### src/rtl/tif_pkg.sv
// Package: shared sizes for the timer interrupt flag controller.
// Assumes the flag word puts the periodic flags just below the minute flag.
package tif_pkg;
    parameter int TIF_TAPS     = 4;                // periodic sources
    parameter int TIF_SRCS     = TIF_TAPS + 1;     // plus minute overflow
    parameter int TIF_PRI_W    = 2;                // priority / mask width
    parameter int TIF_WORD_W   = 8;                // flag word width
    parameter int TIF_FLAG_LSB = TIF_WORD_W - TIF_SRCS; // first flag bit
endpackage

### src/rtl/tif_edge_det.sv
// Falling-edge detector, one lane per divider tap.
// Assumes the taps are synchronous to clk. The history register follows the
// taps even during reset, so a fall in the first cycle after reset is seen.
module tif_edge_det #(
    parameter int N = 4
) (
    input  logic         clk,
    input  logic [N-1:0] tap_i,
    output logic [N-1:0] fall_o
);
    logic [N-1:0] prev_q;

    // Keep last cycle's sample of each tap.
    always_ff @(posedge clk) begin
        prev_q <= tap_i;
    end

    for (genvar g = 0; g < N; g++) begin : g_lane
        // High last cycle and low now marks a falling edge.
        always_comb fall_o[g] = prev_q[g] & ~tap_i[g];
    end
endmodule

### src/rtl/tif_flag_bank.sv
// Flag storage: each flag sets on its event and clears on a write of 1.
// Assumes set_i and clr_i are single-cycle qualified strobes; set has priority.
module tif_flag_bank #(
    parameter int N = 5
) (
    input  logic         clk,
    input  logic         rst_n,
    input  logic [N-1:0] set_i,
    input  logic [N-1:0] clr_i,
    output logic [N-1:0] flag_o
);
    logic [N-1:0] flag_q;

    for (genvar g = 0; g < N; g++) begin : g_flag
        // Update one flag: reset to 0, set wins over clear, else hold.
        always_ff @(posedge clk) begin
            if (!rst_n)
                flag_q[g] <= 1'b0;
            else if (set_i[g])
                flag_q[g] <= 1'b1;
            else if (clr_i[g])
                flag_q[g] <= 1'b0;
        end

        // a clear with no competing set empties the flag.
        a_r5_clear: assert property (@(posedge clk) disable iff (!rst_n)
            (clr_i[g] && !set_i[g]) |=> !flag_q[g]);
        // a set event always leaves the flag at 1, even under a clear.
        a_r7_set_wins: assert property (@(posedge clk) disable iff (!rst_n)
            set_i[g] |=> flag_q[g]);
        // with no set and no clear the flag keeps its value.
        a_r6_hold: assert property (@(posedge clk) disable iff (!rst_n)
            (!set_i[g] && !clr_i[g]) |=> $stable(flag_q[g]));
    end

    always_comb flag_o = flag_q;
endmodule

### src/rtl/tif_req_gen.sv
// Request generator: masks flags with enables and compares priority with the
// CPU mask level. Purely combinational; assumes both levels are unsigned.
module tif_req_gen #(
    parameter int N     = 5,
    parameter int PRI_W = 2
) (
    input  logic [N-1:0]     flag_i,
    input  logic [N-1:0]     en_i,
    input  logic [PRI_W-1:0] pri_i,
    input  logic [PRI_W-1:0] mask_i,
    output logic             irq_o
);
    logic any_live;
    logic pri_above;

    // Any flag whose source is enabled.
    always_comb any_live = |(flag_i & en_i);
    // Priority must be strictly above the current mask level.
    always_comb pri_above = (pri_i > mask_i);
    // Raise the request only when both hold.
    always_comb irq_o = any_live & pri_above;
endmodule

### src/rtl/tif_ctrl.sv
// Top: timer interrupt flag controller. Detects tap falls, stores five flags,
// decodes write-1 clears from the flag word and forms the interrupt request.
// Assumes taps, the overflow pulse and writes are synchronous to clk.
module tif_ctrl
    import tif_pkg::*;
#(
    parameter int TAPS     = TIF_TAPS,
    parameter int PRI_W    = TIF_PRI_W,
    parameter int WORD_W   = TIF_WORD_W,
    localparam int SRCS     = TAPS + 1,
    localparam int FLAG_LSB = WORD_W - SRCS
) (
    input  logic              clk,
    input  logic              rst_n,
    input  logic [TAPS-1:0]   tap_i,
    input  logic              min_ovf_i,
    input  logic              wr_en_i,
    input  logic [WORD_W-1:0] wr_data_i,
    input  logic [SRCS-1:0]   irq_en_i,
    input  logic [PRI_W-1:0]  irq_pri_i,
    input  logic [PRI_W-1:0]  cpu_mask_i,
    output logic [WORD_W-1:0] flags_o,
    output logic              irq_o
);
    logic [TAPS-1:0] fall;
    logic [SRCS-1:0] set_ev;
    logic [SRCS-1:0] clr_ev;
    logic [SRCS-1:0] flag;

    tif_edge_det #(.N(TAPS)) u_edge (
        .clk    (clk),
        .tap_i  (tap_i),
        .fall_o (fall)
    );

    // Gather set events: tap falls below, minute overflow on top.
    always_comb set_ev = {min_ovf_i, fall};
    // Write-1 clear strobes taken from the flag field of the write data.
    always_comb clr_ev = wr_en_i ? wr_data_i[WORD_W-1:FLAG_LSB] : '0;

    tif_flag_bank #(.N(SRCS)) u_bank (
        .clk    (clk),
        .rst_n  (rst_n),
        .set_i  (set_ev),
        .clr_i  (clr_ev),
        .flag_o (flag)
    );

    tif_req_gen #(.N(SRCS), .PRI_W(PRI_W)) u_req (
        .flag_i (flag),
        .en_i   (irq_en_i),
        .pri_i  (irq_pri_i),
        .mask_i (cpu_mask_i),
        .irq_o  (irq_o)
    );

    // Place the flags in the upper bits; unused low bits read 0.
    always_comb begin
        flags_o = '0;
        flags_o[WORD_W-1:FLAG_LSB] = flag;
    end

    for (genvar k = 0; k < TAPS; k++) begin : g_chk
        // a sampled fall on a tap shows as its flag after the edge.
        a_r2_fall_sets: assert property (@(posedge clk) disable iff (!rst_n)
            $fell(tap_i[k]) |=> flags_o[FLAG_LSB+k]);
    end

    // an overflow pulse sets the minute flag.
    a_r3_minute_sets: assert property (@(posedge clk) disable iff (!rst_n)
        min_ovf_i |=> flags_o[WORD_W-1]);
    // a request never appears unless priority beats the mask.
    a_r8_strict_level: assert property (@(posedge clk) disable iff (!rst_n)
        irq_o |-> (irq_pri_i > cpu_mask_i));
    // the first cycle after reset shows an empty flag word.
    a_r9_reset_clear: assert property (@(posedge clk) disable iff (!rst_n)
        $past(!rst_n) |-> (flags_o == '0));
endmodule

### config.mk
export PLATFORM = sky130hd
export DESIGN_NAME = tif_ctrl
export DESIGN_NICKNAME = d
export VERILOG_FILES = /design/src/rtl/tif_pkg.sv /design/src/rtl/tif_edge_det.sv /design/src/rtl/tif_flag_bank.sv /design/src/rtl/tif_req_gen.sv /design/src/rtl/tif_ctrl.sv
export SDC_FILE = /design/constraint.sdc
export NUM_CORES = 1
export LEC_CHECK = 0
export ABC_AREA = 0
export ABC_CLOCK_PERIOD_IN_PS = 800
export CAP_MARGIN = 20
export CORE_MARGIN = 4
export CORE_UTILIZATION = 24
export DETAILED_ROUTE_END_ITERATION = 16
export GPL_ROUTABILITY_DRIVEN = 0
export PLACE_DENSITY = 0.68
export SETUP_SLACK_MARGIN = 0.05
export SLEW_MARGIN = 20
export SYNTH_ARGS = -nofsm -noshare
export SYNTH_HDL_FRONTEND = slang
export SYNTH_SLANG_ARGS = --single-unit
### constraint.sdc
create_clock -name clk -period 0.8 [get_ports clk]
set_input_delay 0.12 -clock clk [delete_from_list [all_inputs] [get_ports clk]]
set_output_delay 0.12 -clock clk [all_outputs]
set_load 0.03 [all_outputs]
==> flow_summary.json, run 1 <==
{
  "status": "complete, but fails checks",
  "violations": "setup timing",
  "fillers": 134,
  "cpLargestDelayFamily": "buffers and inverters",
  "first_iter_violations": 3,
  "drtPass1Iterations": 4,
  "min_path_type": "input port to flop",
  "via_count": 406,
  "leakage_uw": 0.000345,
  "clkLatencyLatePin_ns": 0.26,
  "syn_area_sq_um": 374,
  "hold_depth": 1,
  "pwr-share-comb_pct": 32.1,
  "r2r-start": "u_bank.flag_o[2]$_SDFFE_PN0P_",
  "swShare_pct": 27.3,
  "h-tree-depth": 1,
  "fin_crit_sh_pct": 177,
  "die_x_um": 47.5,
  "syn_inst": 41,
  "p_per_area_nw_per_um2": 1480,
  "synth_area_leaders": "dfxtp_1 (48%), nor2b_1 (15%), a21oi_1 (8.0%)",
  "clkSinkCount": 9,
  "fin_crit_ns": 1.41,
  "grt-ovfl-total": 0,
  "post-place-cells": 88,
  "final_core_util_pct": 60.0,
  "clock.fmax_mhz": 707,
  "synth_top_cell_by_area": "dfxtp_1",
  "clk_path_buf_depth": 2,
  "crit_type": "input port to primary output",
  "fp.dieArea_sq_um": 2250,
  "syn_to_final_growth_pct": 122,
  "layout-drive-gt1-share_pct": 41.0,
  "irDropWorstVdd_uv": 823,
  "antenna_found_initial": 0,
  "numCtsBuffers": 3,
  "drv_slew": 0,
  "wl_um": 1030,
  "grt_max_degree": 6,
  "clk_pin_slew_ns": 0.06,
  "cp-end-kind": "primary output",
  "power_frac_seq_pct": 39.5,
  "worstSetupStartpointType": "input port",
  "tns_ns": -1.51,
  "required_ns": 0.68,
  "finalClockSkew_ns": 0.0000391,
  "core_area_sq_um": 1380,
  "rr_worst_depth": 4,
  "hpwlAfterDp_um": 804,
  "yosys_warnings": 0,
  "final_cell_area_sq_um": 830,
  "finalSetupViolCount": 7,
  "power_switching_uw": 335,
  "pwr-share-clk_pct": 28.3,
  "cts_root_buf": "clkbuf_4",
  "die_h_um": 47.5,
  "worst_slack_ns": -0.614,
  "place_area_sq_um": 707,
  "port-buffer-count": 27,
  "arrival_ns": 1.29,
  "rr_endpoint": "u_bank.flag_o[2]$_SDFFE_PN0P_",
  "worst-path-max-fanout": 2,
  "grt.total_usage_pct": 10.4,
  "rsz0062_at_grt": "true",
  "synth_top_area_share_pct": 48.2,
  "hold_viol_final": 0,
  "critPathMaxStageDelay_ns": 0.44,
  "syn_area_per_cell_sq_um": 9.12,
  "r2r_setup_slack_ns": -0.01,
  "final_cells": 93,
  "nets": 106,
  "cts_tree": "done",
  "worst_hold_path.endpoint": "u_edge.prev_q[2]$_DFF_P_",
  "start_util_pct": 27.1,
  "hold_path_startpoint": "tap_i[2]",
  "drv_cap": 0,
  "drc": 0,
  "wire_per_inst_um": 11.0,
  "path_cells": "clkdlybuf4s50_1, ha_4, a21oi_4, a221oi_4, buf_6",
  "cp_slowest_cell": "clkdlybuf4s50_1",
  "postRouteAntennaNets": 0,
  "cp_num_buf_inv": 2,
  "io-pin-count": 34,
  "ys_types": 11,
  "diodes": 0,
  "grt_pass1_vias": 381,
  "grt_pass1_wl_um": 1480,
  "rows": 13,
  "viasPerCell": 4.37,
  "internal-power_uw": 894,
  "ys_ff_latch": 9,
  "yosysSeqAreaShare_pct": 48.2
}
synth_stat cells:
| master | n |
|---|---|
| a21oi_1 | 6 |
| a221oi_1 | 1 |
| a222oi_1 | 1 |
| a22oi_1 | 1 |
| buf_4 | 3 |
| conb_1 | 1 |
| dfxtp_1 | 9 |
| ha_1 | 2 |
| inv_1 | 3 |
| nand2_1 | 5 |
| nor2b_1 | 9 |
routing by layer:
layer / vias to the layer above / share of wire (%) / global-route usage (%)
met5: - / 0 / 0
met4: 0 / 3.7 / 9.94
met3: 5 / 17 / 5.26
met2: 25 / 46 / 16.6
met1: 171 / 32 / 9.32
li1: 205 / - / -
what timing repair did:
item,4_1_cts,5_1_grt
buffers inserted,1,1
resized for setup,20,5
hold buffers,0,0
pin swaps,2,1
setup endpoints to repair,11,11
flip-flops by register name, indices dropped and copies added, names as in the netlist:
| register | cells |
|---|---|
| u_bank.flag_o | 5 |
| u_edge.prev_q | 4 |
worst register-to-register path, cell delays in order, from the launching register on:
cell     delay (ns)
dfxtp_2        0.32
buf_4          0.13
buf_6          0.11
a21oi_2        0.10
nor2b_1        0.05
power groups by stage:
| stage | Clock [uW] | Combinational [uW] | Sequential (uW) |
|---|---|---|---|
| floorplan | 0 | 120 | 529 |
| CTS | 366 | 387 | 487 |
| finish | 348 | 395 | 486 |
| global route | 392 | 423 | 490 |
| global placement | 0 | 324 | 494 |
| detailed placement | 0 | 329 | 495 |
through the flow:
step	total power [uW]	setup slack, ns	hold slack [ns]
final	1230	-0.614	0.333
after global routing	1300	-0.710	0.336
after CTS	1240	-0.625	0.326
after detailed placement	823	-0.770	0.582
after global placement	818	-0.732	0.566
after floorplan	649	-0.294	0.148
kinds of logic (layout without fill, tap and decap cells):
family,count (synthesis),count (layout),share of synthesized area (%)
and+or+nand+nor,14,14,20.1
AOI/OAI and AO/OA,9,9,15.1
DFF,9,9,48.2
buffers and inverters,6,41,9.03
adders and majority gates,2,2,6.69
other,1,3,1.00
worst max path at each step:
stage	endpoint	depth (start not counted)	from
after CTS	irq_o	4	u_bank.flag_o[1]$_SDFFE_PN0P_
after floorplan	irq_o	2	u_bank.flag_o[1]$_SDFFE_PN0P_
after global placement	irq_o	6	cpu_mask_i[1]
final	irq_o	5	irq_pri_i[1]
after detailed placement	irq_o	6	cpu_mask_i[1]
after global routing	irq_o	4	u_bank.flag_o[1]$_SDFFE_PN0P_
area by class of cell:
cell class	count	area [sq um]	area share, %
timing repair buffer	34	342	41.2
multi-input combinational	28	240	29.0
tap	15	18.8	2.26
sequential	9	191	23.1
clock buffer	4	26.3	3.17
inverter	3	11.3	1.36
placed cells by master (no fill, tap or decap), drive strengths merged:
cell / n
clkdlybuf4s50: 18
buf: 13
nor2b: 9
dfxtp: 9
a21oi: 6
nand2: 5
clkbuf: 4
conb: 3
dlygate4sd2: 3
inv: 3
ha: 2
a22oi: 1
a222oi: 1
a221oi: 1
Power figures use the tool's default switching activity.
==> inputs of run 2 (changes only) <==
Settings changed: SLEW_MARGIN 20 to default.
==> results of run 2 <==
The final DEF is identical to that of run 1; final timing and power are the same.
